$ cat src/rtl/cfg_ldr_pkg.sv
package cfg_ldr_pkg;

  typedef int unsigned uint_t;

  typedef enum logic [1:0] {
    LM_OFF    = 2'd0,
    LM_MASTER = 2'd1,
    LM_SLAVE  = 2'd2
  } ld_mode_e;

  localparam logic [2:0] CODE_MASTER = 3'b000;
  localparam logic [2:0] CODE_SLAVE  = 3'b111;

  // mode code decode
  function automatic ld_mode_e decode_mode(input logic [2:0] code);
    if (code == CODE_SLAVE)       return LM_SLAVE;
    else if (code == CODE_MASTER) return LM_MASTER;
    else                          return LM_OFF;
  endfunction

  // half-period chosen from a rate request
  function automatic uint_t pick_half(input uint_t cur, input uint_t req,
                                      input uint_t floor_v);
    if (req == 0)            return cur;
    else if (req < floor_v)  return floor_v;
    else                     return req;
  endfunction

endpackage

$ cat src/rtl/cfg_ldr_sync.sv
module cfg_ldr_sync #(
  parameter int STAGES = 2
) (
  input  logic clk,
  input  logic rst_n,
  input  logic cclk_in,
  input  logic din_in,
  output logic din_s,
  output logic rise,
  output logic fall
);
  logic [STAGES:0]   ck_q;
  logic [STAGES-1:0] d_q;

  always_ff @(posedge clk or negedge rst_n) begin
    if (!rst_n) begin
      ck_q <= '0;
      d_q  <= '0;
    end else begin
      ck_q <= {ck_q[STAGES-1:0], cclk_in};
      d_q  <= {d_q[STAGES-2:0], din_in};
    end
  end

  assign din_s = d_q[STAGES-1];
  assign rise  = ck_q[STAGES-1] & ~ck_q[STAGES];
  assign fall  = ~ck_q[STAGES-1] & ck_q[STAGES];
endmodule

$ cat src/rtl/cfg_ldr_clkgen.sv
module cfg_ldr_clkgen
  import cfg_ldr_pkg::*;
#(
  parameter int DIV_W    = 8,
  parameter int DEF_HALF = 10,
  parameter int MIN_HALF = 4
) (
  input  logic             clk,
  input  logic             rst_n,
  input  logic             run,
  input  logic             req_valid,
  input  logic [DIV_W-1:0] req,
  output logic             cclk,
  output logic             rise_evt,
  output logic             fall_evt,
  output logic [DIV_W-1:0] half
);
  localparam logic [DIV_W-1:0] DEF_L = DIV_W'(DEF_HALF);

  logic [DIV_W-1:0] hcnt_q, half_q, pend_q, req_half;
  logic             cclk_q, pend_v_q, taken_q, wrap;

  assign req_half = DIV_W'(pick_half(uint_t'(half_q), uint_t'(req), uint_t'(MIN_HALF)));
  assign wrap     = (hcnt_q == half_q - 1'b1);
  assign rise_evt = run & wrap & ~cclk_q;
  assign fall_evt = run & wrap & cclk_q;

  always_ff @(posedge clk or negedge rst_n) begin
    if (!rst_n) begin
      hcnt_q   <= '0;
      half_q   <= DEF_L;
      pend_q   <= DEF_L;
      pend_v_q <= 1'b0;
      taken_q  <= 1'b0;
      cclk_q   <= 1'b0;
    end else begin
      if (!run) begin
        hcnt_q <= '0;
        cclk_q <= 1'b0;
      end else if (wrap) begin
        hcnt_q <= '0;
        cclk_q <= ~cclk_q;
        // new half-period only where the clock falls
        if (cclk_q && pend_v_q) begin
          half_q   <= pend_q;
          pend_v_q <= 1'b0;
        end
      end else begin
        hcnt_q <= hcnt_q + 1'b1;
      end
      // only the first request is honoured
      if (req_valid && !taken_q) begin
        taken_q  <= 1'b1;
        pend_q   <= req_half;
        pend_v_q <= 1'b1;
      end
    end
  end

  assign cclk = cclk_q;
  assign half = half_q;
endmodule

$ cat src/rtl/cfg_ldr_shift.sv
module cfg_ldr_shift #(
  parameter int OWN_BITS = 64,
  parameter int WORD_W   = 8,
  parameter int ADDR_W   = 3
) (
  input  logic              clk,
  input  logic              rst_n,
  input  logic              rise,
  input  logic              fall,
  input  logic              din,
  output logic [WORD_W-1:0] word,
  output logic              valid,
  output logic [ADDR_W-1:0] addr,
  output logic              done,
  output logic              dout
);
  localparam int CNT_W = $clog2(OWN_BITS + 1);
  localparam int BIT_W = $clog2(WORD_W);

  logic [CNT_W-1:0]  cnt_q;
  logic [WORD_W-1:0] sh_q, sh_next, word_q;
  logic [ADDR_W-1:0] addr_q;
  logic              valid_q, pass_q, dout_q, last_bit;

  assign done     = (cnt_q == CNT_W'(OWN_BITS));
  assign last_bit = (cnt_q[BIT_W-1:0] == {BIT_W{1'b1}});
  assign sh_next  = {sh_q[WORD_W-2:0], din};  // first bit ends at MSB

  always_ff @(posedge clk or negedge rst_n) begin
    if (!rst_n) begin
      cnt_q   <= '0;
      sh_q    <= '0;
      word_q  <= '0;
      addr_q  <= '0;
      valid_q <= 1'b0;
      pass_q  <= 1'b1;
      dout_q  <= 1'b1;   // idle level
    end else begin
      valid_q <= 1'b0;
      if (rise) begin
        if (!done) begin
          sh_q  <= sh_next;
          cnt_q <= cnt_q + 1'b1;
          if (last_bit) begin
            word_q  <= sh_next;
            valid_q <= 1'b1;
            addr_q  <= ADDR_W'(cnt_q >> BIT_W);
          end
        end else begin
          pass_q <= din;   // forwarded bit
        end
      end
      if (fall) dout_q <= pass_q;
    end
  end

  assign word  = word_q;
  assign valid = valid_q;
  assign addr  = addr_q;
  assign dout  = dout_q;
endmodule

$ cat src/rtl/serial_cfg_loader.sv
module serial_cfg_loader
  import cfg_ldr_pkg::*;
#(
  parameter int OWN_BITS = 64,
  parameter int WORD_W   = 8,
  parameter int DIV_W    = 8,
  parameter int DEF_HALF = 10,
  parameter int MIN_HALF = 4,
  parameter int ADDR_W   = $clog2(OWN_BITS / WORD_W)
) (
  input  logic              clk,
  input  logic              rst_n,
  input  logic [2:0]        mode_i,
  input  logic              cclk_i,
  input  logic              din_i,
  output logic              cclk_o,
  output logic              cclk_oe_o,
  output logic              dout_o,
  output logic [WORD_W-1:0] word_o,
  output logic              word_valid_o,
  output logic [ADDR_W-1:0] word_addr_o,
  output logic              done_o
);
  ld_mode_e         ld_mode;
  logic             is_master, is_slave;
  logic             s_rise, s_fall, din_s;
  logic             m_rise, m_fall, m_cclk;
  logic             rise_evt, fall_evt, rate_req_v;
  logic [DIV_W-1:0] cur_half;

  assign ld_mode   = decode_mode(mode_i);
  assign is_master = (ld_mode == LM_MASTER);
  assign is_slave  = (ld_mode == LM_SLAVE);

  cfg_ldr_sync #(.STAGES(2)) u_sync (
    .clk(clk), .rst_n(rst_n), .cclk_in(cclk_i), .din_in(din_i),
    .din_s(din_s), .rise(s_rise), .fall(s_fall)
  );

  assign rate_req_v = is_master & word_valid_o & (word_addr_o == '0);

  cfg_ldr_clkgen #(.DIV_W(DIV_W), .DEF_HALF(DEF_HALF), .MIN_HALF(MIN_HALF)) u_clkgen (
    .clk(clk), .rst_n(rst_n), .run(is_master), .req_valid(rate_req_v),
    .req(DIV_W'(word_o)), .cclk(m_cclk), .rise_evt(m_rise), .fall_evt(m_fall),
    .half(cur_half)
  );

  always_comb begin
    case (ld_mode)
      LM_MASTER: begin rise_evt = m_rise; fall_evt = m_fall; end
      LM_SLAVE:  begin rise_evt = s_rise; fall_evt = s_fall; end
      default:   begin rise_evt = 1'b0;   fall_evt = 1'b0;   end
    endcase
  end

  cfg_ldr_shift #(.OWN_BITS(OWN_BITS), .WORD_W(WORD_W), .ADDR_W(ADDR_W)) u_shift (
    .clk(clk), .rst_n(rst_n), .rise(rise_evt), .fall(fall_evt), .din(din_s),
    .word(word_o), .valid(word_valid_o), .addr(word_addr_o), .done(done_o),
    .dout(dout_o)
  );

  assign cclk_o    = m_cclk;
  assign cclk_oe_o = is_master;
endmodule

$ cat config.mk
export PLATFORM = sky130hd
export DESIGN_NAME = serial_cfg_loader
export DESIGN_NICKNAME = d
export VERILOG_FILES = /design/src/rtl/cfg_ldr_pkg.sv /design/src/rtl/cfg_ldr_sync.sv /design/src/rtl/cfg_ldr_clkgen.sv /design/src/rtl/cfg_ldr_shift.sv /design/src/rtl/serial_cfg_loader.sv
export SDC_FILE = /design/constraint.sdc
export NUM_CORES = 1
export LEC_CHECK = 0
export BUFFER_PORTS_ARGS = -buffer_cell sky130_fd_sc_hd__buf_2
export CAP_MARGIN = 15
export CORE_MARGIN = 8
export CORE_UTILIZATION = 53
export CTS_CLUSTER_DIAMETER = 50
export DETAILED_ROUTE_END_ITERATION = 8
export PLACE_DENSITY = 0.75
export SETUP_SLACK_MARGIN = 0.1
export SYNTH_ARGS = -nofsm -noshare
export SYNTH_HDL_FRONTEND = slang
export SYNTH_HIERARCHICAL = 1
export SYNTH_SLANG_ARGS = --single-unit
$ cat constraint.sdc
create_clock -name clk -period 3.5 [get_ports clk]
set_input_delay 0.525 -clock clk [delete_from_list [all_inputs] [get_ports clk]]
set_output_delay 0.525 -clock clk [all_outputs]
set_load 0.02 [all_outputs]
==> impl_metrics.env <==
export IMPL_fillCellCount=404
export IMPL_antenna_found_initial=0
export IMPL_ys_types=50
export IMPL_critical_path_cell_chain="or4_1 > or4_1 > o311a_2 > a211oi_4 > and3b_1 > a22o_1 > and2_2 > o21ai_4 > inv_4 > mux2_4"
export IMPL_dp_slack_ns=0.290
export IMPL_final_layout_size_suffix_gt1_frac=0.324
export IMPL_relSlewSlack=0.394
export IMPL_p_leak_nw=1.50
export IMPL_setup_worst_path_end_class="register"
export IMPL_crit_type="register to register"
export IMPL_portBuffers=22
export IMPL_cp_num_buf_inv=1
export IMPL_finalSetupViolCount=0
export IMPL_r2r_cells=10
export IMPL_routed_via_density=5.39
export IMPL_num_vias=1789
export IMPL_min_path_type="input port to async pin"
export IMPL_syn_num_nets=239
export IMPL_fmax_mhz=312
export IMPL_async_flop_share=1.00
export IMPL_finalHoldViolations=0
export IMPL_final_nets=269
export IMPL_seqPwrFrac=0.497
export IMPL_core_um2=5110
export IMPL_synth_edf_count=0
export IMPL_drcViolationCount=0
export IMPL_cts_buffers=9
export IMPL_first_global_vias=1806
export IMPL_final_cell_mix="dfrtp_1, mux2_2, buf_2"
export IMPL_synthTopCellsByArea="dfrtp_1, mux2_2, dfstp_2, xnor2_1, ha_1"
export IMPL_cts_tree="done"
export IMPL_fin_tns_setup_ns=0
export IMPL_crit_family="simple AND/OR/NAND/NOR gates"
export IMPL_intPower_mw=1.18
export IMPL_max_stage_delay_ns=0.61
export IMPL_start_kind="register"
export IMPL_post_cts_resized=0
export IMPL_ir_worst_vdd_v=0.000347
export IMPL_htreeDepth=3
export IMPL_clockPowerShare=0.424
export IMPL_maxCapViolCount=0
export IMPL_die_h_um=88.8
export IMPL_dpl_cell_area_um2=3010
export IMPL_hpwl_um=3720
export IMPL_grt_remaining_overflow=0
export IMPL_fp_dieW_um=88.8
export IMPL_grt_max_degree=35
export IMPL_slew_viol_final=0
export IMPL_yosysWarnings=6
export IMPL_seq_area_frac_synth=0.538
export IMPL_fin_worst_skew_ns=0.00745
export IMPL_worstPathRequired_ns=3.71
export IMPL_cp_arrival_ns=3.42
export IMPL_drtAntennaViolNets=0
export IMPL_clk_pin_slew_ns=0.06
export IMPL_path_common_cell="or4_1"
export IMPL_firstDrtPassIters=4
export IMPL_antennaDiodeCount=0
export IMPL_rsz0062_at_grt="no"
export IMPL_synthesis_area_um2=2810
export IMPL_path_depth=10
export IMPL_clock_sinks=60
export IMPL_synth_avg_cell_area_um2=12.4
export IMPL_min_period_over_period=0.916
export IMPL_fin_area_um2=3220
export IMPL_ios=23
export IMPL_drt_iter0_markers=69
export IMPL_synth_top_cell_area_share=0.481
export IMPL_areaGrowthSynthToFinish_pct=14.7
export IMPL_cp_max_fo=9
export IMPL_synth_top_cell_by_area="dfrtp_1"
export IMPL_synth_seq_cells=60
export IMPL_post_route_util=0.630
export IMPL_postCtsSetupBuffers=0
export IMPL_finalCriticalPeriod_ns=3.21
export IMPL_grt_use_total=0.147
export IMPL_place_congestion=0.859
export IMPL_tightest_slew_ns=0.902
export IMPL_start_util=0.549
export IMPL_synthFlopType="dfrtp_1"
export IMPL_clockRootBuffer="clkbuf_8"
export IMPL_clk_latency_ns=0.33
export IMPL_clockBufferDepth=2
export IMPL_rows=26
export IMPL_switching_share=0.234
export IMPL_dieArea_um2=7880
export IMPL_switchingPower_uw=362
export IMPL_synth_cells=227
export IMPL_wl_per_cell_um=15.5
export IMPL_hold_buffers=0
export IMPL_setup_ws_ns=0.294
export IMPL_combPwrFrac=0.079
export IMPL_status="finished clean"
export IMPL_grt_first_pass_wirelength_um=8750
export IMPL_crit_slowest_cell="or4_1"
export IMPL_final_common_cell="dfrtp_1"
export IMPL_wl_um=5150
export IMPL_powerDensity_nw_per_um2=480
## Yosys cell counts, drive strengths merged, types with 4 or more instances
| master | n |
|---|---|
| dfrtp | 54 |
| mux2 | 26 |
| nand2 | 14 |
| xnor2 | 12 |
| o21ai | 11 |
| inv | 9 |
| nor3b | 7 |
| dfstp | 6 |
| xor2 | 6 |
| a21oi | 5 |
| a22o | 5 |
| and3 | 5 |
| ha | 5 |
| nand3 | 5 |
| nor2 | 5 |
| clkbuf | 4 |
| nand2b | 4 |
## metrics by stage
| stage | hold slack [ns] | total power [mW] | std cells |
|---|---|---|---|
| floorplan | 0.229 | 0.857 | 227 |
| global placement | 0.332 | 0.900 | 316 |
| detailed placement | 0.340 | 0.905 | 316 |
| CTS | 0.262 | 1.57 | 332 |
| global route | 0.276 | 1.62 | 332 |
| finish | 0.248 | 1.54 | 332 |
## cell families after synthesis
| family | synth area share |
|---|---|
| simple gates | 0.142 |
| flops | 0.538 |
| compound gates | 0.108 |
| mux | 0.112 |
| xor+xnor | 0.0562 |
| buf+inv | 0.0223 |
| fa+ha+maj | 0.0223 |
## sequential cells by signal, indices dropped and copies added (netlist names)
register and flops:
u_clkgen/cclk 1, u_clkgen/half 8, u_clkgen/hcnt_q 8, u_clkgen/pend_q 8, u_clkgen/pend_v_q 1, u_clkgen/taken_q 1, u_shift/addr 3, u_shift/cnt_q 7
u_shift/dout 1, u_shift/pass_q 1, u_shift/sh_q 7, u_shift/valid 1, u_shift/word 8, u_sync/ck_q 3, u_sync/d_q 2
## layout make-up
class	instances	area, um2	share of cell area
Timing Repair Buffer	25	133	0.0412
Multi-Input combinational cell	152	1240	0.386
Clock inverter	5	77.6	0.0241
Clock buffer	11	131	0.0408
Inverter	9	36.3	0.0113
Sequential cell	60	1510	0.469
Tap cell	70	87.6	0.0272
## path summary, 6_finish.rpt
check	start	slack (ns)	to
max in group asynchronous	rst_n	2.38	u_clkgen/pend_q[1]
setup / recovery	u_clkgen/half[0]	0.29	u_shift/word[0]
hold reg to reg	u_sync/ck_q[0]	0.35	u_sync/ck_q[1]
hold / removal	rst_n	0.25	u_clkgen/hcnt_q[6]
min in group clk	cclk_i	0.30	u_sync/ck_q[0]
setup reg to reg	u_clkgen/half[0]	0.29	u_shift/word[0]
## worst register-to-register path, stage by stage, from the launching register on
cell,delay [ns]
dfrtp_1,0.44
or4_1,0.61
or4_1,0.52
o311a_2,0.18
a211oi_4,0.26
and3b_1,0.18
a22o_1,0.16
and2_2,0.21
o21ai_4,0.13
inv_4,0.11
mux2_4,0.29
## power groups by stage
| stage | logic, mW | clock network (mW) | registers, mW |
|---|---|---|---|
| floorplan | 0.0843 | 0 | 0.772 |
| global placement | 0.120 | 0 | 0.779 |
| detailed placement | 0.124 | 0 | 0.781 |
| CTS | 0.126 | 0.672 | 0.768 |
| global route | 0.141 | 0.706 | 0.774 |
| finish | 0.122 | 0.654 | 0.767 |
## layer usage
layer	up-vias	share of wire	track usage
li1	885	-	-
met1	865	0.45	0.177
met2	31	0.50	0.231
met3	8	0.032	0.0409
met4	0	0.017	0.0814
met5	-	0	0
(Power assumes the default switching activity.)
